`src/rtl/flag_eval_pkg.sv`:
```
package flag_eval_pkg;

    typedef enum logic [3:0] {
        OPC_ADD   = 4'd0,
        OPC_SUB   = 4'd1,
        OPC_CMP   = 4'd2,
        OPC_MOVE  = 4'd3,
        OPC_LOGIC = 4'd4,
        OPC_MULU  = 4'd5,
        OPC_MULS  = 4'd6,
        OPC_MCP   = 4'd7,
        OPC_LIVE  = 4'd8
    } op_cls_e;

    typedef enum logic [1:0] {
        SZ_BYTE = 2'd0,
        SZ_HALF = 2'd1,
        SZ_WORD = 2'd2,
        SZ_NONE = 2'd3
    } op_size_e;

    typedef struct packed {
        logic n;
        logic z;
        logic v;
        logic c;
        logic r;
    } flag_set_t;

    localparam flag_set_t FLAGS_NONE = '0;

endpackage

```
`src/rtl/fe_size_view.sv`:
```
module fe_size_view
    import flag_eval_pkg::*;
#(
    parameter int DATA_W = 32
) (
    input  logic [1:0]        size,
    input  logic [DATA_W-1:0] value,
    output logic              msb,
    output logic              zero,
    output logic              valid
);
    localparam int BYTE_MSB = 7;
    localparam int HALF_MSB = 15;
    localparam int WORD_MSB = DATA_W - 1;

    always_comb begin
        msb   = 1'b0;
        zero  = 1'b0;
        valid = 1'b0;
        case (op_size_e'(size))
            SZ_BYTE: begin
                msb   = value[BYTE_MSB];
                zero  = (value[BYTE_MSB:0] == '0);
                valid = 1'b1;
            end
            SZ_HALF: begin
                msb   = value[HALF_MSB];
                zero  = (value[HALF_MSB:0] == '0);
                valid = 1'b1;
            end
            SZ_WORD: begin
                msb   = value[WORD_MSB];
                zero  = (value == '0);
                valid = 1'b1;
            end
            default: begin
                msb   = 1'b0;
                zero  = 1'b0;
                valid = 1'b0;
            end
        endcase
    end

endmodule

```
`src/rtl/fe_arith_flags.sv`:
```
module fe_arith_flags
    import flag_eval_pkg::*;
#(
    parameter int DATA_W = 32
) (
    input  logic [1:0]        size,
    input  logic [DATA_W-1:0] src,
    input  logic [DATA_W-1:0] dst,
    input  logic [DATA_W-1:0] res,
    input  logic              inv_src,
    input  logic              inv_c,
    input  logic              c_to_r,
    output flag_set_t         flags
);
    localparam int N_VIEW  = 3;
    localparam int V_SRC   = 0;
    localparam int V_DST   = 1;
    localparam int V_RES   = 2;

    logic [N_VIEW-1:0][DATA_W-1:0] opnd;
    logic [N_VIEW-1:0]             v_msb;
    logic [N_VIEW-1:0]             v_zero;
    logic [N_VIEW-1:0]             v_ok;

    assign opnd[V_SRC] = inv_src ? ~src : src;
    assign opnd[V_DST] = dst;
    assign opnd[V_RES] = res;

    for (genvar g = 0; g < N_VIEW; g++) begin : g_view
        fe_size_view #(.DATA_W(DATA_W)) u_view (
            .size  (size),
            .value (opnd[g]),
            .msb   (v_msb[g]),
            .zero  (v_zero[g]),
            .valid (v_ok[g])
        );
    end

    always_comb begin
        logic sm;
        logic dm;
        flag_set_t f;
        f  = FLAGS_NONE;
        sm = v_msb[V_SRC];
        dm = v_msb[V_DST];
        if (v_ok[V_RES]) begin
            if (v_msb[V_RES]) begin
                f.n = 1'b1;
                if (!sm && !dm) begin
                    f.v = 1'b1;
                end else if (sm && dm) begin
                    f.c = 1'b1;
                end
            end else begin
                f.z = v_zero[V_RES];
                f.v = sm & dm;
                f.c = sm | dm;
            end
        end
        if (inv_c) begin
            f.c = ~f.c;
        end
        if (c_to_r) begin
            f.r = f.c;
            f.c = 1'b0;
        end
        flags = f;
    end

    logic unused_zero;
    assign unused_zero = ^{v_zero[V_SRC], v_zero[V_DST], v_ok[V_SRC], v_ok[V_DST]};

endmodule

```
`src/rtl/fe_mul_flags.sv`:
```
module fe_mul_flags
    import flag_eval_pkg::*;
#(
    parameter int DATA_W = 32
) (
    input  logic              signed_mode,
    input  logic [DATA_W-1:0] res,
    input  logic [DATA_W-1:0] hi,
    output flag_set_t         flags
);
    localparam int FULL_W = 2 * DATA_W;

    logic [FULL_W-1:0] full;
    logic [DATA_W-1:0] sign_ext;

    assign full     = {hi, res};
    assign sign_ext = {DATA_W{res[DATA_W-1]}};

    always_comb begin
        flags   = FLAGS_NONE;
        flags.z = (full == '0);
        flags.n = full[FULL_W-1];
        if (signed_mode) begin
            flags.v = (hi != sign_ext);
        end else begin
            flags.v = (hi != '0);
        end
    end

endmodule

```
`src/rtl/fe_status_merge.sv`:
```
module fe_status_merge
    import flag_eval_pkg::*;
#(
    parameter int STATUS_W = 32,
    parameter int C_BIT    = 0,
    parameter int V_BIT    = 1,
    parameter int Z_BIT    = 2,
    parameter int N_BIT    = 3,
    parameter int X_BIT    = 4,
    parameter int R_BIT    = 8
) (
    input  logic [STATUS_W-1:0] old_stat,
    input  logic [STATUS_W-1:0] wr_mask,
    input  flag_set_t           flags,
    input  logic                pass,
    output logic [STATUS_W-1:0] new_stat
);
    localparam logic [STATUS_W-1:0] ONE = STATUS_W'(1);

    logic [STATUS_W-1:0] fvec;
    logic [STATUS_W-1:0] eff_mask;

    always_comb begin
        fvec = '0;
        fvec[C_BIT] = flags.c;
        fvec[V_BIT] = flags.v;
        fvec[Z_BIT] = flags.z;
        fvec[N_BIT] = flags.n;
        fvec[R_BIT] = flags.r;

        eff_mask = wr_mask | (ONE << X_BIT);
        if (old_stat[X_BIT] && flags.z) begin
            eff_mask[Z_BIT] = 1'b0;
        end

        if (pass) begin
            new_stat = old_stat;
        end else begin
            new_stat = (old_stat & ~eff_mask) | (fvec & eff_mask);
        end
    end

endmodule

```
`src/rtl/flag_eval_unit.sv`:
```
module flag_eval_unit
    import flag_eval_pkg::*;
#(
    parameter int DATA_W   = 32,
    parameter int STATUS_W = 32,
    parameter int C_BIT    = 0,
    parameter int V_BIT    = 1,
    parameter int Z_BIT    = 2,
    parameter int N_BIT    = 3,
    parameter int X_BIT    = 4,
    parameter int R_BIT    = 8
) (
    input  logic                clk,
    input  logic                rst_n,
    input  logic                upd_en,
    input  logic [3:0]          op_cls,
    input  logic [1:0]          op_size,
    input  logic [DATA_W-1:0]   src,
    input  logic [DATA_W-1:0]   dst,
    input  logic [DATA_W-1:0]   res,
    input  logic [DATA_W-1:0]   hi,
    input  logic [STATUS_W-1:0] stat_in,
    input  logic [STATUS_W-1:0] wr_mask,
    output logic [STATUS_W-1:0] stat_q
);
    typedef struct packed {
        logic [STATUS_W-1:0] stat;
    } state_t;

    op_cls_e   opc;
    logic      is_sub;
    logic      is_mcp;
    logic      is_live;
    flag_set_t arith_f;
    flag_set_t mul_f;
    flag_set_t move_f;
    flag_set_t sel_f;
    logic      mv_msb;
    logic      mv_zero;
    logic      mv_ok;
    logic [STATUS_W-1:0] merged;
    state_t    state_d;
    state_t    state_q;

    assign opc     = op_cls_e'(op_cls);
    assign is_sub  = (opc == OPC_SUB) || (opc == OPC_CMP);
    assign is_mcp  = (opc == OPC_MCP);
    assign is_live = (opc == OPC_LIVE);

    fe_arith_flags #(.DATA_W(DATA_W)) u_arith (
        .size    (op_size),
        .src     (src),
        .dst     (dst),
        .res     (res),
        .inv_src (is_sub),
        .inv_c   (is_sub),
        .c_to_r  (is_mcp),
        .flags   (arith_f)
    );

    fe_mul_flags #(.DATA_W(DATA_W)) u_mul (
        .signed_mode (opc == OPC_MULS),
        .res         (res),
        .hi          (hi),
        .flags       (mul_f)
    );

    fe_size_view #(.DATA_W(DATA_W)) u_move_view (
        .size  (op_size),
        .value (res),
        .msb   (mv_msb),
        .zero  (mv_zero),
        .valid (mv_ok)
    );

    always_comb begin
        move_f   = FLAGS_NONE;
        move_f.n = mv_ok & mv_msb;
        move_f.z = mv_ok & ~mv_msb & mv_zero;
    end

    fe_status_merge #(
        .STATUS_W (STATUS_W),
        .C_BIT    (C_BIT),
        .V_BIT    (V_BIT),
        .Z_BIT    (Z_BIT),
        .N_BIT    (N_BIT),
        .X_BIT    (X_BIT),
        .R_BIT    (R_BIT)
    ) u_merge (
        .old_stat (stat_in),
        .wr_mask  (wr_mask),
        .flags    (sel_f),
        .pass     (is_live),
        .new_stat (merged)
    );

    always_comb begin
        case (opc)
            OPC_MOVE, OPC_LOGIC: sel_f = move_f;
            OPC_MULU, OPC_MULS:  sel_f = mul_f;
            OPC_LIVE:            sel_f = FLAGS_NONE;
            default:             sel_f = arith_f;
        endcase

        state_d = state_q;
        if (upd_en) begin
            state_d.stat = merged;
        end
    end

    always_ff @(posedge clk or negedge rst_n) begin
        if (!rst_n) begin
            state_q <= '0;
        end else begin
            state_q <= state_d;
        end
    end

    assign stat_q = state_q.stat;

endmodule

```
`config.mk`:
```
export PLATFORM = sky130hd
export DESIGN_NAME = flag_eval_unit
export DESIGN_NICKNAME = d
export VERILOG_FILES = /design/src/rtl/flag_eval_pkg.sv /design/src/rtl/fe_size_view.sv /design/src/rtl/fe_arith_flags.sv /design/src/rtl/fe_mul_flags.sv /design/src/rtl/fe_status_merge.sv /design/src/rtl/flag_eval_unit.sv
export SDC_FILE = /design/constraint.sdc
export NUM_CORES = 1
export LEC_CHECK = 0
export ABC_AREA = 1
export BUFFER_PORTS_ARGS = -buffer_cell sky130_fd_sc_hd__buf_2
export CAP_MARGIN = 10
export CORE_AREA = 2 2 90 92
export CTS_CLUSTER_DIAMETER = 60
export DETAILED_ROUTE_END_ITERATION = 10
export DIE_AREA = 0 0 92 94
export PLACE_DENSITY = 0.72
export SKIP_LAST_GASP = 1
export SYNTH_ARGS = -nofsm -noshare
export SYNTH_HDL_FRONTEND = slang
export SYNTH_SLANG_ARGS = --single-unit
```
`constraint.sdc`:
```
create_clock -name clk -period 0.8 [get_ports clk]
set_input_delay 0.08 -clock clk [delete_from_list [all_inputs] [get_ports clk]]
set_output_delay 0.08 -clock clk [all_outputs]
set_load 0.1 [all_outputs]
```
==> Word level (Yosys, flattened, before mapping) <==
Cells that the tools add are included.
{ "word_totals": {"reg_bits": 32, "inputBits": 201, "out_inout_bits": 32, "elab_cells": 58} }
{ "classes": {"eq_ne": 11, "n_mux": 19, "bitwise_logic": 12, "n_reduce_logical": 15} }
{ "op_table": {"columns": ["operator", "n"], "rows": [
  ["zero test 64 bit", 1],
  ["2-to-1 mux 32 bit", 2],
  ["NOT 32 bit", 2],
  ["AND 32 bit", 1],
  ["AND 9 x 32 -> 32 bit", 1],
  ["zero test 32 bit", 1],
  ["inequality test 32 bit", 1],
  ["OR 32 bit", 1],
  ["nonzero test 32 bit", 1],
  ["equality test 4 x 3 -> 1 bit (second input constant)", 4],
  ["zero test 16 bit", 1],
  ["one-hot mux 5 bit (3 select lines)", 1],
  ["one-hot mux 1 bit (3 select lines)", 4],
  ["2-to-1 mux 1 bit", 9],
  ["equality test 4 x 2 -> 1 bit (second input constant)", 2],
  ["zero test 8 bit", 1],
  ["AND 1 bit", 4],
  ["equality test 4 x 1 -> 1 bit (second input constant)", 1],
  ["equality test 4 bit (second input constant)", 1],
  ["2-to-1 mux 2 bit", 2],
  ["2-to-1 mux 4 bit", 1],
  ["OR reduction 2 bit", 2],
  ["logical AND 1 bit", 3],
  ["OR reduction 3 bit", 1],
  ["other kinds (7)", 9]
]} }

==> Logic depth before layout (Yosys ltp) <==
Gate-level depths: netlist of run 1.
{ "logic_depth": {"ltp_word": 19, "mapped_depth": 14, "depth_no_buf": 13} }

==> Hierarchy <==
Synthesis of run 1 repeated with hierarchy kept, for this count alone.
{ "hier_totals": {"hier_cells": 503, "area_unflattened_um2": 3377.0} }
{ "modules_own_cells": {"columns": ["module", "instances", "cells_per_inst", "area_each_um2", "seq_area_each_um2"], "rows": [
  ["flag_eval_unit", 1, 117, 1427.6, 800.8],
  ["fe_size_view", 4, 40, 173.9, 0.0],
  ["fe_mul_flags", 1, 113, 478.0, 0.0],
  ["fe_arith_flags", 1, 55, 415.4, 0.0],
  ["fe_status_merge", 1, 58, 360.3, 0.0]
]} }

==> Worst setup path before layout of run 1 <==
Ideal clock, no wire load.
{ "synth_timing": {"kind": "register -> register", "startpoint": "reg stat_q[0] (netlist name)", "endpoint": "reg state_q, in the netlist stat_q[0]", "setup_ns": 0.074, "arrival_ns": 1.124, "required_ns": 0.726, "setup_slack_ns": -0.398, "stages_incl_launch_ff": 3, "path_buffers": 0, "period_less_slack_ns": 1.198, "path_cell_list": "dfrtp_1 > nor2_1 > a21oi_2"} }
{ "synth_rtl": {"columns": ["item", "line_no", "source"], "rows": [
  ["end signal, assigned", "flag_eval_unit.sv:116", "state_q <= state_d;"],
  ["end, declared", "flag_eval_unit.sv:43", "state_t state_q;"]
]} }

==> Final worst setup path of run 1 <==
{ "layout_timing": {"startpoint": "reg state_q, in the netlist stat_q[15]", "endpoint": "out stat_q[15]"} }
{ "layout_rtl": {"columns": ["item", "line_no", "source"], "rows": [
  ["end, declared", "flag_eval_unit.sv:24", "output logic [STATUS_W-1:0] stat_q"]
]} }
No word-level cell between the ends.

==> impl_metrics.csv, run 1 <==
group,metric,value,unit
global_routing,antenna_found_initial,0,
power,intPower,3.91,mW
floorplanning,rows,32,
drt,wl,7820,microns
setup_path,cp.arrival,0.95,ns
drt,drt-initial-drc-count,49,
timing,finalHoldViolCount,0,
clock_network,clk_pin_slew,0.07,ns
placement,port_buffers,173,
global_routing,grt-ovfl-total,0,
timing,rsz0062_at_grt,"yes",
layout,num_antenna_cells,0,
setup_path,critPathBufInv,1,
worst_hold_path,min_path_type,"primary input to flip-flop",
layout,design_area,4370,sq um
synthesis,synth_fp_nets,555,
clock_network,clk_latency,0.27,ns
setup_path,worstPathCellList,"buf_12",
synthesis,ys_warn_count,0,
power,leakage,2.26,nW
timing,slew_violations,0,
drt,vias,2980,
timing,setup_tns,-7.11,ns
placement,place_area,3950,sq um
placement,dp_hpwl,6270,microns
setup_path,start_kind,"flip-flop",
layout,layout.cells.non_filler,658,
synthesis,ys_ff_latch,32,
timing,hold_ws,0.0273,ns
status,violations,"setup timing",
global_routing,grt_pass1_wl,12100,microns
synthesis,ys.flop_type,"dfrtp_1",
placement,place_inst,644,
synthesis,yosysTopAreaCellShare,0.364,
setup_path,path_max_fanout,2,
drt,ant_nets,0,
synthesis,async_flop_share,1.00,
setup_path,rrSetupSlack,0.08,ns
placement,gp_congestion,0.891,
power,p_seq_frac,0.309,
power,p_clk_frac,0.240,
floorplanning,start_util,0.289,
power,power_density,1470,nW/um^2
synthesis,synth_area,2200,sq um
power,total_power,6.42,mW
clock_network,clock-sinks,32,
power,switching_power,2.51,mW
status,status,"finished with violations",
synthesis,ys_types,26,
layout,multi_input_area,1450,sq um
run,cap_violations,0,
floorplanning,fp.dieW,92,microns
synthesis,synth_edf_count,0,
drt,dr.pass1.iters,5,
setup_path,critPathRequiredTime,0.72,ns
clock_network,cts_max_level,2,
timing,finalSetupViolations,37,
global_routing,grt_max_degree,33,
drt,drc_errors,0,
power,ir_worst_vdd,0.675,mV
power,pwr-share-comb,0.451,
setup_path,worstSetupPathType,"flip-flop to output port",
setup_path,slowest_stage,"dfrtp_4",
setup_path,cp_slowest_stage_delay,0.50,ns
synthesis,syn_area_per_cell,6.21,sq um
setup_path,cp-end-kind,"output port",
global_routing,grt_pass1_vias,2795,
power,power.share.switching,0.391,
timing,fin_worst_skew,0,ns
global_routing,grt_usage,0.172,
synthesis,synth_area_leaders,"dfrtp_1, nand2_1, nand3_1",
drt,wl_per_cell,11.9,microns
floorplanning,die_h,94,microns
floorplanning,core_area,7610,sq um
drt,drt-vias-per-instance,4.53,
clock_network,clockRootBuffer,"clkbuf_8",
clock_network,clock_path_buffers,2,
synthesis,synth.largest_area_cell,"dfrtp_1",
synthesis,synthCells,354,
layout,largest_register_ffs,32,
floorplanning,io_pins,233,
clock_network,cts_tree,"built",
synthesis,synth-seq-area-share,0.364,
layout,nFillCells,690,
timing,fmax,0.971,GHz
timing,post-route-period-util,1.29,
floorplanning,die_area,8650,sq um
timing,period_minus_slack,1.03,ns
layout,seq_area,908,sq um
timing,tightest_slew,0.243,ns
layout,area_delta_synth_final,98.8,%
layout,final_nets,756,
setup_path,cp_top_family,"flip-flops",
timing,maxSlewHeadroom,0.838,
layout,drive_gt1_frac,0.538,
timing,worst_slack,-0.230,ns
clock_network,cts_buffers,5,
[layer usage]
layer  track usage  up-vias  part of all wire
met4        0.0373        0            0.0067
met3        0.0265        6             0.060
li1              -     1522                 -
met2         0.322      107              0.53
met5             0        -                 0
met1         0.209     1345              0.41
[power by group through the flow]
| stage | Combinational (mW) | Sequential (mW) | Clock, mW |
|---|---|---|---|
| detailed placement | 2.74 | 2.02 | 0 |
| finish | 2.90 | 1.98 | 1.54 |
| global route | 3.07 | 2.00 | 1.64 |
| global placement | 2.70 | 2.01 | 0 |
| CTS | 2.83 | 1.99 | 1.59 |
| floorplan | 0.490 | 2.99 | 0 |
[Yosys cell counts (4+ instances only)]
| master | n |
|---|---|
| inv_2 | 4 |
| a21oi_1 | 4 |
| dfrtp_1 | 32 |
| nand3_2 | 4 |
| nand4_1 | 5 |
| nor2_1 | 51 |
| inv_1 | 15 |
| nand3_1 | 41 |
| nor3_1 | 4 |
| clkbuf_1 | 6 |
| nand2_1 | 159 |
[worst paths after layout]
| kind | to | from | cells after the start |
|---|---|---|---|
| min in group asynchronous | stat_q[31] | rst_n | 3 |
| max in group asynchronous | stat_q[4] | rst_n | 3 |
| max reg2reg | stat_q[7] | stat_q[7] | 2 |
| max | stat_q[15] | stat_q[15] | 1 |
| min | stat_q[31] | stat_in[31] | 3 |
| min reg2reg | stat_q[1] | stat_q[1] | 2 |
[placed cells by master (no fill, tap or decap), drive strengths merged]
cell         count
nand2          162
nor3             4
inv             18
a21oi            7
or2              1
clkinvlp         2
dfrtp           32
clkinv           3
o22ai            1
nor2            57
buf            201
nand4            5
dlygate4sd3      1
o21ai            4
nor3b            1
clkbuf           6
nand3           46
o21a             1
bufinv           1
nand3b           3
[per-stage QoR]
stage	worst slack [ns]	util
6_report	-0.230	0.575
5_1_grt	-0.255	0.575
4_1_cts	-0.239	0.554
3_5_place_dp	-0.487	0.519
3_3_place_gp	-0.434	0.519
2_1_floorplan	-0.232	-
[cells by family (layout without fill, tap and decap cells)]
family | after synthesis | count (layout) | synth area share
buffers and inverters | 31 | 232 | 0.0569
DFF | 32 | 32 | 0.364
and+or+nand+nor | 278 | 279 | 0.542
AOI/OAI and AO/OA | 13 | 13 | 0.0364
[area by class of cell]
cell class	instances	share of cell area
repair buffers	203	0.387
well taps	102	0.0292
flip-flops and latches	32	0.208
clock inverters	3	0.00973
clock buffers	5	0.0157
inverters	21	0.0200
multi-input cells	292	0.331
[timing repair]
| item | in CTS | in global routing |
|---|---|---|
| buffers inserted | 2 | 2 |
| hold buffers | 1 | 0 |
| endpoints found under the setup margin | 62 | 38 |
| endpoints found under the hold margin | 32 | 0 |
| gates cloned | 1 | 1 |
| pin swaps | 16 | 29 |
| gates resized for setup | 32 | 34 |
No activity file was read; power rests on OpenSTA's default activity.
==> run 2: changes to the inputs <==
--- a/config.mk
+++ b/config.mk
@@ -8,12 +8,15 @@
 export ABC_AREA = 1
 export BUFFER_PORTS_ARGS = -buffer_cell sky130_fd_sc_hd__buf_2
 export CAP_MARGIN = 10
-export CORE_AREA = 2 2 90 92
+export CORE_ASPECT_RATIO = 0.8
+export CORE_MARGIN = 5
+export CORE_UTILIZATION = 35
 export CTS_CLUSTER_DIAMETER = 60
 export DETAILED_ROUTE_END_ITERATION = 10
-export DIE_AREA = 0 0 92 94
-export PLACE_DENSITY = 0.72
+export MAX_ROUTING_LAYER = met4
+export PLACE_DENSITY = 0.85
 export SKIP_LAST_GASP = 1
 export SYNTH_ARGS = -nofsm -noshare
 export SYNTH_HDL_FRONTEND = slang
 export SYNTH_SLANG_ARGS = --single-unit
+export TNS_END_PERCENT = 20
==> run 2 against run 1 <==
Effect of this change:
- the run still ends with setup timing left
- routed wire length up 13%
- clock power down 3%
- final cell count is 2.6% lower
- non-clock buffer count increased by 4
- critical path depth is 11 higher
- maximum frequency fell by 1.4%
- combinational power hardly changed
- design area is 2.5% lower
- critical endpoint is now stat_q[0]
- highest routed layer unchanged
==> impl_metrics.csv, run 2 (synthesized netlist as in run 1, its figures left out) <==
group,metric,value,unit
drt,vias,3115,
setup_path,cp-end-kind,"flip-flop",
power,leakage,2.27,nW
timing,fmax,0.957,GHz
drt,drc_errors,0,
setup_path,cp.arrival,1.25,ns
clock_network,cts_buffers,5,
setup_path,path_max_fanout,5,
floorplanning,die_area,7980,sq um
layout,nFillCells,487,
global_routing,antenna_found_initial,0,
timing,finalHoldViolCount,0,
layout,largest_register_ffs,32,
floorplanning,io_pins,233,
placement,dp_hpwl,7010,microns
worst_hold_path,hold_end,"stat_q[30]",
layout,layout_commonest_cell,"nand2_1",
setup_path,reg2reg_depth,2,
clock_network,clk_latency,0.28,ns
timing,slew_violations,0,
drt,ant_nets,0,
timing,hold_ws,0.0251,ns
global_routing,grt_usage,0.205,
timing,rsz0062_at_grt,"yes",
floorplanning,core_area,6010,sq um
power,ir_worst_vdd,1.14,mV
setup_path,start_kind,"primary input",
run,cap_violations,0,
clock_network,clk_pin_slew,0.07,ns
global_routing,grt-ovfl-total,0,
status,violations,"setup timing",
timing,maxSlewHeadroom,0.842,
global_routing,grt_pass1_wl,12900,microns
setup_path,r2r_end,"stat_q[11]",
drt,dr.pass1.iters,6,
floorplanning,fp.dieW,98.6,microns
global_routing,grt_pass1_vias,2905,
timing,tightest_slew,0.236,ns
layout,layout.cells.non_filler,641,
layout,fin_util,0.710,
status,status,"finished with violations",
setup_path,r2r_start,"stat_q[11]",
clock_network,cts_tree,"built",
placement,place_area,3870,sq um
placement,place_inst,621,
floorplanning,start_util,0.366,
drt,drt-vias-per-instance,4.86,
worst_hold_path,worstHoldStart,"stat_in[30]",
worst_hold_path,min_path_type,"primary input to flip-flop",
setup_path,critPathRequiredTime,1.00,ns
clock_network,clock_path_buffers,2,
power,total_power,6.38,mW
placement,pre_cts_ws,-0.513,ns
timing,worst_slack,-0.244,ns
layout,drive_gt1_frac,0.526,
placement,gp_congestion,0.889,
layout,final_nets,759,
floorplanning,die_h,80.9,microns
timing,finalSetupViolations,56,
layout,area_delta_synth_final,93.9,%
worst_hold_path,hold_depth,3,
power,power_density,1500,nW/um^2
placement,port_buffers,173,
timing,setup_tns,-7.35,ns
drt,drt-initial-drc-count,254,
drt,wl,8850,microns
timing,fin_worst_skew,0,ns
clock_network,clockRootBuffer,"clkbuf_8",
timing,period_minus_slack,1.04,ns
layout,final_cell_mix,"nand2_1, buf_2, nor2_1",
floorplanning,rows,25,
clock_network,cts_max_level,2,
global_routing,grt_max_degree,33,
clock_network,clock-sinks,32,
setup_path,worstSetupPathType,"primary input to flip-flop",
setup_path,rrSetupSlack,0.08,ns
layout,design_area,4260,sq um
drt,wl_per_cell,13.8,microns
timing,post-route-period-util,1.31,
==> run 2: cell count changes in the layout (fill, tap and decap cells not counted), moves of 2 or more <==
cell        delta
buf_8          -2
nand2_1        +6
nand2_2        -7
dfrtp_4       -18
buf_4          +5
clkinvlp_4     -2
buf_6          +3
nor2_1         +2
nand3_1        -2
dfrtp_2       +18
==> run 2: routing by layer <==
layer  share of wire  global-route usage  wire length (microns)
met4           0.021              0.0518                    183
met1            0.38               0.236                   3350
met3           0.073              0.0455                    646
met5               0                   -                      0
met2            0.53               0.366                   4670
==> run 2: final cells by class <==
cell class / instances / area, sq um / share of cell area
multi-input combinational: 291 / 1420 / 0.332
antenna: 1 / 2.50 / 0.000587
clock buffer: 6 / 72.6 / 0.0170
clock inverter: 2 / 35.0 / 0.00822
inverter: 21 / 86.3 / 0.0203
timing repair buffer: 207 / 1690 / 0.396
sequential: 32 / 863 / 0.203
tap: 81 / 101 / 0.0238
==> run 2: power by group <==
part           internal [mW]  switching [mW]  leakage, nW
registers               1.80           0.154        0.368
logic                   1.16            1.76         1.85
clock network          0.924           0.581       0.0552
total                   3.88            2.50         2.27
==> run 2: repair_timing <==
action | CTS | global route
hold endpoints to repair | 32 | 0
pin swaps | 10 | 31
endpoints found under the setup margin | 57 | 64
hold buffers | 1 | 0
gates resized for setup | 13 | 42
buffers inserted | 4 | 6
==> run 2: worst max-delay path by stage <==
stage                from         end  cells past startpoint
6_report        op_cls[0]   stat_q[0]                     12
5_1_grt            hi[10]   stat_q[1]                     13
4_1_cts        stat_q[11]  stat_q[11]                      1
3_5_place_dp   op_size[0]   stat_q[0]                     11
3_3_place_gp      res[15]   stat_q[2]                     12
2_1_floorplan  op_size[0]   stat_q[0]                     13
==> run 2: critical path, stage by stage <==
cell	delay, ns
buf_6	0.12
inv_4	0.06
nor2_4	0.03
nand2_1	0.09
nand2_2	0.09
buf_4	0.14
buf_4	0.12
buf_4	0.12
buf_4	0.13
nand2_4	0.07
nand3_2	0.06
a21oi_2	0.12
==> run 3: changes to the inputs <==
--- a/config.mk
+++ b/config.mk
@@ -8,13 +8,12 @@
 export ABC_AREA = 1
 export BUFFER_PORTS_ARGS = -buffer_cell sky130_fd_sc_hd__buf_2
 export CAP_MARGIN = 10
-export CORE_ASPECT_RATIO = 0.8
-export CORE_MARGIN = 5
-export CORE_UTILIZATION = 35
+export CORE_AREA = 3 3 89 91
 export CTS_CLUSTER_DIAMETER = 60
 export DETAILED_ROUTE_END_ITERATION = 10
+export DIE_AREA = 0 0 92 94
 export MAX_ROUTING_LAYER = met4
-export PLACE_DENSITY = 0.85
+export PLACE_DENSITY = 0.75
 export SKIP_LAST_GASP = 1
 export SYNTH_ARGS = -nofsm -noshare
 export SYNTH_HDL_FRONTEND = slang
==> run 3 against run 2 <==
Effect of this change:
- the flow still finishes with violations (setup timing)
- maximum frequency up 0.25%
- die area grew 8.4%
- non-clock buffer count is 3 higher
- design area is 2.1% higher
- worst hold slack about the same
- critical endpoint is now stat_q[1]
- highest routed layer unchanged
==> impl_metrics.csv, run 3 (synthesized netlist as in run 1, its figures left out) <==
group,metric,value,unit
drt,wl_per_cell,12.9,microns
layout,layout.cells.non_filler,661,
setup_path,cp_slowest_stage_delay,0.22,ns
layout,final_cell_mix,"nand2_1, buf_2, nor2_1",
drt,ant_nets,0,
layout,layout_commonest_cell,"nand2_1",
setup_path,start_kind,"primary input",
clock_network,clockRootBuffer,"clkbuf_8",
power,ir_worst_vdd,0.972,mV
placement,pre_cts_ws,-0.526,ns
drt,drt-vias-per-instance,4.61,
layout,final_nets,762,
layout,area_delta_synth_final,98.0,%
placement,place_inst,643,
clock_network,clock_path_buffers,2,
floorplanning,core_area,7210,sq um
drt,wl,8530,microns
timing,fin_worst_skew,0,ns
timing,slew_violations,0,
floorplanning,die_area,8650,sq um
status,violations,"setup timing",
timing,finalHoldViolCount,0,
global_routing,antenna_found_initial,0,
power,power_density,1410,nW/um^2
clock_network,clk_latency,0.27,ns
setup_path,cpMostUsedCell,"nand2_1",
setup_path,slowest_stage,"nor3_4",
drt,dr.pass1.iters,7,
layout,num_antenna_cells,0,
setup_path,worstSetupPathType,"primary input to flip-flop",
floorplanning,die_h,94,microns
floorplanning,fp.dieW,92,microns
placement,place_area,3910,sq um
worst_hold_path,min_path_type,"primary input to flip-flop",
global_routing,grt_pass1_wl,12600,microns
layout,largest_register_ffs,32,
clock_network,clock-sinks,32,
global_routing,grt-ovfl-total,0,
clock_network,cts_max_level,2,
setup_path,cp.arrival,1.21,ns
placement,dp_hpwl,6850,microns
layout,drive_gt1_frac,0.544,
drt,vias,3050,
drt,drc_errors,0,
timing,fmax,0.960,GHz
clock_network,cts_buffers,5,
status,status,"finished with violations",
setup_path,cp-end-kind,"flip-flop",
setup_path,critPathBufInv,2,
setup_path,worstPathCellList,"buf_6, nor2_2, nand2_2, nor3_4, buf_4, nand2_1, nand3_1, nand2_1, nand2_1, nand3b_1, nand2_1, nand2_1",
run,cap_violations,0,
drt,drt-initial-drc-count,120,
global_routing,grt_max_degree,33,
timing,hold_ws,0.0251,ns
floorplanning,start_util,0.305,
floorplanning,io_pins,233,
clock_network,cts_tree,"built",
floorplanning,rows,31,
global_routing,grt_pass1_vias,2919,
setup_path,cp_top_family,"simple AND/OR/NAND/NOR gates",
placement,gp_congestion,0.875,
placement,port_buffers,173,
timing,tightest_slew,0.222,ns
global_routing,grt_usage,0.186,
setup_path,critPathRequiredTime,0.97,ns
timing,post-route-period-util,1.30,
layout,design_area,4350,sq um
timing,finalSetupViolations,63,
timing,rsz0062_at_grt,"yes",
timing,maxSlewHeadroom,0.852,
timing,period_minus_slack,1.04,ns
layout,fin_util,0.603,
setup_path,path_max_fanout,2,
power,leakage,2.31,nW
timing,worst_slack,-0.242,ns
clock_network,clk_pin_slew,0.07,ns
[run 3: cell count changes in the layout (fill, tap and decap cells not counted), moves of 3 or more]
| cell | delta |
|---|---|
| nor2_1 | -6 |
| nand2_1 | -4 |
| nor2_2 | +4 |
| buf_4 | +5 |
| buf_6 | +11 |
| nand2_4 | -3 |
| buf_2 | -11 |
| nand2_2 | +7 |
[run 3: stage by stage]
step / total power, mW / TNS, ns
after detailed placement: 4.75 / -10.52
final: 6.14 / -6.98
after global placement: 4.69 / -9.66
after global routing: 6.43 / -11.32
after CTS: 6.11 / -6.87
after floorplan: 3.44 / -3.07
[run 3: power by group]
group	switching, mW	leakage [nW]	internal (mW)	total, mW
clock network	0.575	0.0445	0.699	1.27
logic	1.74	1.90	1.17	2.91
registers	0.154	0.368	1.80	1.96
[run 3: layout make-up]
type                       instances  area (sq um)
sequential                        32           863
inverter                          21          81.3
clock inverter                     1          7.51
tap                               99           124
multi-input combinational        291          1430
fill                             652          2860
timing repair buffer             210          1760
clock buffer                       7          86.3
[run 3: what timing repair did]
item                                   in CTS  in global routing
hold buffers                                1                  0
gates resized for setup                    26                 42
pin swaps                                  18                 35
setup endpoints to repair                  56                 64
endpoints found under the hold margin      32                  0
buffers inserted                            6                  3
[run 3: metal layers]
metal  global-route usage  part of all wire  up-vias
li1                     -                 -     1528
met1                0.200              0.37     1400
met2                0.348              0.56      103
met3               0.0361             0.048       19
met4               0.0532             0.021        0
met5                    -                 0        -
[run 3: path summary, 6_finish.rpt]
path	slack [ns]	depth (start not counted)	startpoint	end
hold / removal	0.03	3	stat_in[15]	stat_q[15]
max in group asynchronous	0.31	3	rst_n	stat_q[4]
hold reg to reg	0.52	2	stat_q[27]	stat_q[27]
setup / recovery	-0.24	12	hi[3]	stat_q[1]
setup reg to reg	0.06	2	stat_q[4]	stat_q[4]
min in group asynchronous	0.28	3	rst_n	stat_q[15]
[run 3: tightest hold or removal path, stage by stage]
cell and delay, ns:
buf_2 0.07, nand3_1 0.06, nand2_1 0.06
